**src/rtl/pt_pkg.sv**
```systemverilog
package pt_pkg;
  localparam logic [3:0] MODE_PULSE = 4'b0001;
  localparam int unsigned CNT_W_DEF = 24;
  localparam int unsigned PSC_W_DEF = 8;
endpackage

```
**src/rtl/pt_tick_gen.sv**
```systemverilog
module pt_tick_gen #(
  parameter int unsigned PSC_W = pt_pkg::PSC_W_DEF
) (
  input  logic clk_i,
  input  logic rst_ni,
  input  logic run_i,
  input  logic psc_sel_i,
  output logic tick_o
);
  logic [PSC_W-1:0] div_q;

  // divider restarts from zero whenever the timer is stopped
  always_ff @(posedge clk_i or negedge rst_ni) begin
    if (!rst_ni)     div_q <= '0;
    else if (!run_i) div_q <= '0;
    else             div_q <= div_q + PSC_W'(1);
  end

  assign tick_o = run_i & (psc_sel_i ? (&div_q) : div_q[0]);
endmodule

```
**src/rtl/pt_count_core.sv**
```systemverilog
module pt_count_core #(
  parameter int unsigned CNT_W = pt_pkg::CNT_W_DEF
) (
  input  logic             clk_i,
  input  logic             rst_ni,
  input  logic             run_i,
  input  logic             tick_i,
  input  logic             reload_i,
  input  logic [CNT_W-1:0] load_i,
  input  logic [CNT_W-1:0] cmp_i,
  output logic [CNT_W-1:0] cnt_o,
  output logic             hit_o,
  output logic             match_o
);
  logic [CNT_W-1:0] cnt_q, next_val;
  logic             hit_q, run_q, start;

  assign start    = run_i & ~run_q;
  assign next_val = (hit_q & reload_i) ? load_i : cnt_q + CNT_W'(1);
  assign match_o  = run_i & ((start & (load_i == cmp_i)) |
                             (~start & tick_i & (next_val == cmp_i)));

  always_ff @(posedge clk_i or negedge rst_ni) begin
    if (!rst_ni) begin
      cnt_q <= '0;
      hit_q <= 1'b0;
      run_q <= 1'b0;
    end else begin
      run_q <= run_i;
      if (!run_i) begin
        hit_q <= 1'b0;
      end else if (start) begin
        cnt_q <= load_i;
        hit_q <= (load_i == cmp_i);
      end else if (tick_i) begin
        cnt_q <= next_val;
        hit_q <= (next_val == cmp_i);
      end
    end
  end

  assign cnt_o = cnt_q;
  assign hit_o = hit_q;
endmodule

```
**src/rtl/pt_flag.sv**
```systemverilog
module pt_flag (
  input  logic clk_i,
  input  logic rst_ni,
  input  logic set_i,
  input  logic clr_i,
  output logic flag_o
);
  always_ff @(posedge clk_i or negedge rst_ni) begin
    if (!rst_ni)    flag_o <= 1'b0;
    else if (set_i) flag_o <= 1'b1;
    else if (clr_i) flag_o <= 1'b0;
  end
endmodule

```
**src/rtl/pt_cmp_timer.sv**
```systemverilog
module pt_cmp_timer #(
  parameter int unsigned CNT_W = pt_pkg::CNT_W_DEF,
  parameter int unsigned PSC_W = pt_pkg::PSC_W_DEF
) (
  input  logic             clk_i,
  input  logic             rst_ni,
  input  logic             en_i,
  input  logic [3:0]       mode_i,
  input  logic             inv_i,
  input  logic             reload_i,
  input  logic             irq_en_i,
  input  logic             psc_sel_i,
  input  logic [CNT_W-1:0] load_i,
  input  logic [CNT_W-1:0] cmp_i,
  input  logic             flag_clr_i,
  output logic             pulse_o,
  output logic             cmp_flag_o,
  output logic             irq_o,
  output logic [CNT_W-1:0] cnt_o
);
  logic run, tick, hit, match;

  assign run = en_i & (mode_i == pt_pkg::MODE_PULSE);

  pt_tick_gen #(.PSC_W(PSC_W)) u_tick (
    .clk_i, .rst_ni, .run_i(run), .psc_sel_i, .tick_o(tick)
  );

  pt_count_core #(.CNT_W(CNT_W)) u_core (
    .clk_i, .rst_ni, .run_i(run), .tick_i(tick), .reload_i,
    .load_i, .cmp_i, .cnt_o, .hit_o(hit), .match_o(match)
  );

  pt_flag u_flag (
    .clk_i, .rst_ni, .set_i(match), .clr_i(flag_clr_i), .flag_o(cmp_flag_o)
  );

  // idle level restored combinationally on disable
  assign pulse_o = inv_i ^ (hit & run);
  assign irq_o   = cmp_flag_o & irq_en_i;
endmodule

```
**config.mk**
```make
export PLATFORM = sky130hd
export DESIGN_NAME = pt_cmp_timer
export DESIGN_NICKNAME = d
export VERILOG_FILES = /design/src/rtl/pt_pkg.sv /design/src/rtl/pt_tick_gen.sv /design/src/rtl/pt_count_core.sv /design/src/rtl/pt_flag.sv /design/src/rtl/pt_cmp_timer.sv
export SDC_FILE = /design/constraint.sdc
export NUM_CORES = 1
export LEC_CHECK = 0
export BUFFER_PORTS_ARGS = -buffer_cell sky130_fd_sc_hd__buf_2
export CELL_PAD_IN_SITES_DETAIL_PLACEMENT = 1
export CELL_PAD_IN_SITES_GLOBAL_PLACEMENT = 1
export CORE_ASPECT_RATIO = 0.5
export CORE_MARGIN = 1
export CORE_UTILIZATION = 39
export DETAILED_ROUTE_END_ITERATION = 10
export PLACE_DENSITY_LB_ADDON = 0.25
export SYNTH_ARGS = -nofsm -noshare
export SYNTH_HDL_FRONTEND = slang
export SYNTH_SLANG_ARGS = --single-unit
```
**constraint.sdc**
```tcl
create_clock -name clk_i -period 2.95 [get_ports clk_i]
set_input_delay 0.59 -clock clk_i [delete_from_list [all_inputs] [get_ports clk_i]]
set_output_delay 0.59 -clock clk_i [all_outputs]
set_load 0.05 [all_outputs]
```
Word level (Yosys, flattened, before mapping)
Index checks and enable logic that the tools add are counted.
W data, S select, Z words.
{"block": "word_totals", "regBits": 35, "output_inout_bits": 27, "word_cells": 39}
{"block": "op_classes", "add_sub_neg": 2, "n_eq_ne": 4, "mux": 10, "bitwise_logic": 14, "n_reduce_logical": 4}
{"operator": "$mux W24", "n": 3}
{"operator": "$eq A24 B24 Y1", "n": 2}
{"operator": "$add A24 B1 Y24 const B", "n": 1}
{"operator": "$and A1 B1 Y1", "n": 10}
{"operator": "$add A8 B1 Y8 const B", "n": 1}
{"operator": "$mux W8", "n": 1}
{"operator": "$reduce_and A8 Y1", "n": 1}
{"operator": "$mux W1", "n": 6}
{"operator": "$eq A4 B1 Y1 const B", "n": 1}
{"operator": "$reduce_bool A2 Y1", "n": 2}
{"operator": "$ne A3 B1 Y1 const B", "n": 1}
{"operator": "$not A1 Y1", "n": 2}
{"operator": "$reduce_and A2 Y1", "n": 1}
{"operator": "$or A1 B1 Y1", "n": 1}
{"operator": "$xor A1 B1 Y1", "n": 1}

Depth between registers and ports, before layout
Gate-level depths: netlist of run 1.
{"block": "depth", "depth_word": 9, "depth_mapped": 10}

Hierarchy
Synthesis of run 1 repeated with hierarchy kept, for this count alone.
{"block": "unflattened", "cells_unflattened": 442, "hier_area_um2": 3373.2}
{"module": "pt_count_core", "instances": 1, "cells_each": 397, "area_each_um2": 2910.3, "seq_area_each_um2": 650.6}
{"module": "pt_tick_gen", "instances": 1, "cells_each": 36, "area_each_um2": 382.9, "seq_area_each_um2": 200.2}
{"module": "pt_cmp_timer", "instances": 1, "cells_each": 6, "area_each_um2": 43.8, "seq_area_each_um2": 0.0}
{"module": "pt_flag", "instances": 1, "cells_each": 3, "area_each_um2": 36.3, "seq_area_each_um2": 25.0}

Least setup slack after synthesis of run 1
No wires, ideal clock.
{"block": "synth_path", "path_type": "register -> register", "start": "register u_core.cnt_q[0], in the netlist u_core.cnt_o[0]", "end": "register u_core.hit_q, in the netlist u_core.hit_o", "setup_time_ns": 0.066, "arrival_time_ns": 2.691, "required_time_ns": 2.884, "setup_slack_ns": 0.193, "stages_incl_launch_ff": 11, "path_cell_list": "dfrtp_1 -> ha_1 -> nand3_1 -> nor4_2 -> buf_2 -> nor2_1 -> o21ai_0 -> a31o_2 -> o2111ai_1 -> o41ai_2 -> a31o_1"}
{"block": "synth_via", "elab_chain_len": 6}
{"item": "start: declaration", "line": "pt_count_core.sv:15", "text": "logic [CNT_W-1:0] cnt_q, next_val;"}
{"item": "start signal: assignment", "line": "pt_count_core.sv:33", "text": "cnt_q <= load_i;"}
{"item": "start signal: assignment", "line": "pt_count_core.sv:36", "text": "cnt_q <= next_val;"}
{"item": "$add A24 B1 Y24", "line": "pt_count_core.sv:19", "text": "assign next_val = (hit_q & reload_i) ? load_i : cnt_q + CNT_W'(1);"}
{"item": "$mux W24", "line": "pt_count_core.sv:19"}
{"item": "$eq A24 B24 Y1", "line": "pt_count_core.sv:37", "text": "hit_q <= (next_val == cmp_i);"}
{"item": "$mux W1", "line": "pt_count_core.sv:35", "text": "end else if (tick_i) begin"}
{"item": "$mux W1", "line": "pt_count_core.sv:32", "text": "end else if (start) begin"}
{"item": "$mux W1", "line": "pt_count_core.sv:30", "text": "if (!run_i) begin"}
{"item": "end signal: assignment", "line": "pt_count_core.sv:34", "text": "hit_q <= (load_i == cmp_i);"}
{"item": "end signal: assignment", "line": "pt_count_core.sv:37"}
{"item": "end: declaration", "line": "pt_count_core.sv:16", "text": "logic hit_q, run_q, start;"}
No other way between the ends. The select of a mux whose other input is x is not followed.
A chain may end at the register's enable or synchronous reset.

Worst setup path after layout of run 1
{"block": "layout_path", "start": "register u_core.cnt_q[8], in the netlist u_core.cnt_o[8]", "end": "register u_flag.flag_o"}
{"block": "layout_via", "elab_chain_len": 7, "word_cells_on_any_way": 8, "cone_classes": "1 x add/sub; 1 x eq/ne; 2 x mux; 3 x bitwise; 1 x reduce/logical"}
{"item": "$add A24 B1 Y24 (*)", "line": "pt_count_core.sv:19"}
{"item": "$mux W24 (*)", "line": "pt_count_core.sv:19"}
{"item": "$eq A24 B24 Y1 (*)", "line": "pt_count_core.sv:21", "text": "(~start & tick_i & (next_val == cmp_i)));"}
{"item": "$and A1 B1 Y1 (*)", "line": "pt_count_core.sv:21"}
{"item": "$or A1 B1 Y1 (*)", "line": "pt_count_core.sv:20", "text": "assign match_o = run_i & ((start & (load_i == cmp_i)) |"}
{"item": "$and A1 B1 Y1 (*)", "line": "pt_count_core.sv:20"}
{"item": "$mux W1 or $reduce_bool A2 Y1 (tied branches)"}
{"item": "end signal: assignment", "line": "pt_flag.sv:9", "text": "if (!rst_ni) flag_o <= 1'b0;"}
{"item": "end signal: assignment", "line": "pt_flag.sv:10", "text": "else if (set_i) flag_o <= 1'b1;"}
{"item": "end signal: assignment", "line": "pt_flag.sv:11", "text": "else if (clr_i) flag_o <= 1'b0;"}
{"item": "end: declaration", "line": "pt_flag.sv:6", "text": "output logic flag_o"}
Mark *: on every way between the ends. The rest lies on a longest branch, timed or not.

==> flow_summary.json, run 1 <==
{
  "status": "complete, no violations",
  "drt_wl_total_mm": 13.56,
  "power.leakage_nw": 1.805,
  "hold_viol_final": 0,
  "final.setup_skew_ps": 4.612,
  "gp_congestion": 0.9440,
  "start_kind": "flop",
  "grt_max_degree": 36,
  "clkSinkCount": 35,
  "setup_viol": 0,
  "cts_hold_buf": 0,
  "mostFrequentLayoutCells": "buf_2 (86), nor2_1 (55), a21oi_1 (43), nand2_1 (34), dfrtp_1 (33)",
  "max_freq_ghz": 0.3643,
  "slew_headroom_pct": 42.81,
  "tns_ps": 0,
  "first_pass_iters": 4,
  "syn_nets": 524,
  "dp_hpwl_mm": 10.53,
  "max_slew.worst_pin.slew_ps": 857.9,
  "worstPathArrival_ps": 2980,
  "syn-cell-area_sq_um": 3425,
  "grt_pass1_vias": 3968,
  "antenna_left": 0,
  "numPortBuffers": 86,
  "worst-path-buf-inv": 2,
  "drive_gt1_share_pct": 24.91,
  "floorplan.initialDensity_pct": 41.46,
  "cts.clk_slew.worst_paths_ps": 60,
  "io_pins": 87,
  "crit_slowest_cell": "dfrtp_1",
  "synth_warnings": 0,
  "whs_ps": 402.6,
  "placed_cell_area_sq_um": 4035,
  "irDropWorstVdd_mv": 0.2735,
  "die_y_microns": 68.26,
  "maxCapViolations": 0,
  "period_share_pct": 93.06,
  "diodes": 0,
  "syn_to_final_growth_pct": 23.60,
  "clk-insertion-delay-late_ps": 290,
  "instances_no_fill": 658,
  "rsz0062_at_grt": "no",
  "min_period_ps": 2745,
  "numCtsBuffers": 5,
  "drc_errors": 0,
  "final_area_sq_um": 4233,
  "p_per_area_nw_per_um2": 414.4,
  "crit_type": "reg2reg",
  "antenna_found_initial": 0,
  "drt_iter0_drc": 314,
  "nNetsFinal": 607,
  "max_stage_delay_ps": 490,
  "finalPower_mw": 1.754,
  "vias": 3988,
  "placedCellCount": 650,
  "overflow": 0,
  "slew_violations": 0,
  "ys_async_sr_fraction_pct": 100.0,
  "grt_pass1_wl_mm": 21.60,
  "path_cells": "nand3_1 -> nor4_4 -> buf_4 -> mux2i_1 -> nand4_1 -> o31ai_2 -> nand4_1 -> o41ai_2 -> buf_4 -> a21o_1",
  "routedWlPerCell_microns": 20.60,
  "crit_family": "simple AND/OR/NAND/NOR gates",
  "nFillCells": 1092,
  "cts-root-buf": "clkbuf_16",
  "rows": 23,
  "post_cts_buffers": 0,
  "worstPathRequired_ps": 3180,
  "routed_via_density": 6.061,
  "hold_path_class": "in2async",
  "core_sq_um": 8259,
  "ys_ff_latch": 35,
  "ys.flop_type": "dfrtp_1",
  "cts_tree": "built",
  "clock_path_buffers": 2,
  "grtUsageTotal_pct": 31.53,
  "post_synth_num_cell_types": 59,
  "cp-end-kind": "flop",
  "layout_commonest_cell": "buf_2",
  "synth_edf_count": 0,
  "die_w_microns": 134.5,
  "cts_resized": 0,
  "critical_path.max_fanout": 14,
  "htreeDepth": 2,
  "synth.avg_cell_area_sq_um": 7.412,
  "die-area_sq_um": 9182,
  "synthCells": 462,
  "seq_area_frac_synth_pct": 25.58
}
==> synth_stat cells, types with 9 or more instances <==
master    instances  area share, %
nand3_1          20            2.9
clkbuf_1         22            2.4
dfrtp_1          35             26
xnor2_1          28            7.2
a21oi_1          43            6.3
nor4_1           14            2.6
nand4_1          11            2.0
buf_2             9            1.3
inv_1            18            2.0
o21ai_0          29            4.2
o22ai_1          14            2.6
nand2_1          34            3.7
nor2_1           56            6.1
xor2_1           26            6.6
==> worst paths after layout <==
check / startpoint / to / slack (ps) / cells after the start
max: u_core.cnt_o[8] / u_flag.flag_o / 200 / 10
min: rst_ni / u_core.cnt_o[5] / 400 / 1
max reg2reg: u_core.cnt_o[8] / u_flag.flag_o / 200 / 10
min reg2reg: u_tick.div_q[0] / u_tick.div_q[0] / 520 / 1
max in group asynchronous: rst_ni / u_core.cnt_o[9] / 1940 / 1
min in group clk_i: u_tick.div_q[0] / u_tick.div_q[0] / 520 / 1
==> final cells by class <==
type	count	area [sq um]	share of cell area, %
clock buffer	5	125.1	2.956
multi-input combinational	376	2371	56.02
clock inverter	3	47.55	1.123
sequential	35	878.3	20.75
tap	112	140.1	3.311
timing repair buffer	109	603.1	14.25
inverter	18	67.56	1.596
==> metrics by stage <==
step	worst slack [ps]	util [%]
after floorplan	192.8	-
after global placement	207.6	48.86
after detailed placement	88.51	48.86
after CTS	50.53	50.95
after global routing	51.90	51.25
final	204.9	51.25
==> where the power goes <==
part           leakage, nW  internal, mW  switching, mW
clock network       0.0844         0.403          0.236
logic                 1.26         0.185          0.361
registers            0.462         0.511         0.0578
total                 1.80          1.10          0.654
==> sequential cells by signal, indices dropped and copies added (netlist names) <==
register	count
u_core.cnt_o	24
u_core.run_q	1
u_flag.flag_o	1
u_tick.div_q	8
u_core.hit_o	1
==> routing by layer <==
layer / share of wire, % / GRT usage [%] / vias up
met5: 0 / 0 / -
met2: 42 / 49.09 / 163
met4: 1.6 / 9.831 / 0
met3: 7.9 / 6.593 / 24
met1: 48 / 43.93 / 1943
li1: - / - / 1858
==> worst reg2reg max path: stages, from the launching register on <==
cell and delay [ps]:
dfrtp_1 490, nand3_1 250, nor4_4 410, buf_4 280
mux2i_1 210, nand4_1 120, o31ai_2 290, nand4_1 140
o41ai_2 220, buf_4 190, a21o_1 90
==> cell families (layout without fill, tap and decap cells) <==
kind of cell,after synthesis,in the layout,share of synthesized area [%]
multiplexers,6,6,1.790
adder cells (fa/ha/maj),2,2,0.7306
buffers and inverters,51,135,6.028
AO/OA/AOI/OAI,135,135,25.07
XOR/XNOR,54,54,13.81
AND/OR/NAND/NOR,179,179,27.00
flip-flops,35,35,25.58
No activity file was read; power rests on OpenSTA's default activity.
==> run 2, diff against run 1 <==
--- a/constraint.sdc
+++ b/constraint.sdc
@@ -3,2 +3,2 @@
 set_output_delay 0.59 -clock clk_i [all_outputs]
-set_load 0.05 [all_outputs]
+set_load 0.1 [all_outputs]
==> flow_summary.json, run 2 (same netlist as run 1, synthesis figures left out) <==
{
  "crit_slowest_cell": "dfrtp_1",
  "htreeDepth": 2,
  "numPortBuffers": 86,
  "setup_viol": 0,
  "floorplan.initialDensity_pct": 41.46,
  "drt_wl_total_mm": 14.00,
  "core_sq_um": 8259,
  "largest_reg_flops": 24,
  "first_pass_iters": 5,
  "drive_gt1_share_pct": 26.24,
  "syn_to_final_growth_pct": 24.33,
  "maxCapViolations": 0,
  "drt_iter0_drc": 354,
  "routedWlPerCell_microns": 21.31,
  "tns_ps": 0,
  "clk-insertion-delay-late_ps": 290,
  "placedCellCount": 647,
  "grt_max_degree": 36,
  "diodes": 0,
  "vias": 4029,
  "slew_headroom_pct": 43.19,
  "drc_errors": 0,
  "rsz0062_at_grt": "no",
  "antenna_left": 0,
  "die-area_sq_um": 9182,
  "worstPathArrival_ps": 3080,
  "overflow": 0,
  "dp_hpwl_mm": 10.85,
  "layout_commonest_cell": "buf_2",
  "die_w_microns": 134.5,
  "cts-root-buf": "clkbuf_16",
  "io_pins": 87,
  "wl_met3_mm": 1.174,
  "worst-path-buf-inv": 1,
  "grt_pass1_vias": 3857,
  "routed_via_density": 6.132,
  "cts_tree": "built",
  "instances_no_fill": 657,
  "mostFrequentLayoutCells": "buf_2 (85), nor2_1 (55), a21oi_1 (43), nand2_1 (34)",
  "period_share_pct": 96.25,
  "grtUsageTotal_pct": 31.71,
  "numCtsBuffers": 5,
  "status": "complete, no violations",
  "dr_wl_met2_mm": 5.861,
  "slew_violations": 0,
  "rows": 23,
  "p_per_area_nw_per_um2": 440.2,
  "irDropWorstVdd_mv": 0.2649,
  "max_slew.worst_pin.slew_ps": 852.1,
  "cts.clk_slew.worst_paths_ps": 60,
  "clkSinkCount": 35,
  "critical_path.most_common_cell": "nand4_1",
  "path_cells": "nand4_1 -> nor4_4 -> buf_4 -> mux2i_1 -> nand4_1 -> o31ai_2 -> nand4_1 -> o41ai_4 -> a31o_1",
  "min_period_ps": 2839,
  "dr.max_layer_used": "met4",
  "critical_path.max_fanout": 7,
  "cp-end-kind": "flop",
  "worstPathRequired_ps": 3190,
  "die_y_microns": 68.26,
  "gp_congestion": 0.9703,
  "hold_viol_final": 0,
  "grt_pass1_wl_mm": 21.55,
  "max_freq_ghz": 0.3522,
  "crit_type": "reg2reg",
  "start_kind": "flop",
  "antenna_found_initial": 0,
  "final.setup_skew_ps": 4.718,
  "finalPower_mw": 1.874,
  "nNetsFinal": 606,
  "hold_path_class": "in2async",
  "clock_path_buffers": 2,
  "wl_met1_mm": 6.794,
  "crit_family": "simple AND/OR/NAND/NOR gates",
  "max_stage_delay_ps": 530,
  "power.leakage_nw": 1.810
}
run 2: area by class of cell:
type	instances	area (sq um)
repair buffers	108	610.6
clock buffers	5	125.1
multi-input cells	376	2377
inverters	18	67.56
clock inverters	3	47.55
flip-flops and latches	35	889.6
well taps	112	140.1
fillers	1079	4001
run 2: metrics by stage:
| step | area [sq um] | setup WS, ps | util [%] | hold slack [ps] |
|---|---|---|---|---|
| final | 4258 | 110.7 | 51.55 | 388.8 |
| after global routing | 4258 | 20.47 | 51.55 | 475.4 |
| after CTS | 4222 | 22.43 | 51.11 | 444.8 |
| after detailed placement | 4049 | 51.98 | 49.02 | 490.6 |
| after global placement | 4049 | 207.6 | 49.02 | 491.5 |
| after floorplan | 3446 | 23.14 | - | 294.4 |
run 2: report_power, final:
group,total [mW],internal [mW],switching (mW)
clock network,0.643,0.403,0.240
logic,0.645,0.178,0.468
registers,0.586,0.514,0.0719
run 2: timing repair:
action / in CTS / in global routing
resized for setup: 0 / 4
buffers inserted: 0 / 2
endpoints found under the setup margin: 0 / 2
hold buffers: 0 / 0
run 2: final timing paths:
path / start / slack (ps) / endpoint / depth (start not counted)
min in group clk_i: u_flag.flag_o / 510 / u_flag.flag_o / 1
max: u_core.cnt_o[13] / 110 / u_core.hit_o / 9
min: rst_ni / 390 / u_core.cnt_o[7] / 1
min reg2reg: u_flag.flag_o / 510 / u_flag.flag_o / 1
max reg2reg: u_core.cnt_o[13] / 110 / u_core.hit_o / 9
max in group asynchronous: rst_ni / 1950 / u_core.cnt_o[9] / 1
run 2: metal layers:
layer	track usage (%)	up-vias
li1	-	1849
met1	45.06	1967
met2	48.12	193
met3	8.074	20
met4	7.022	0
met5	0	-
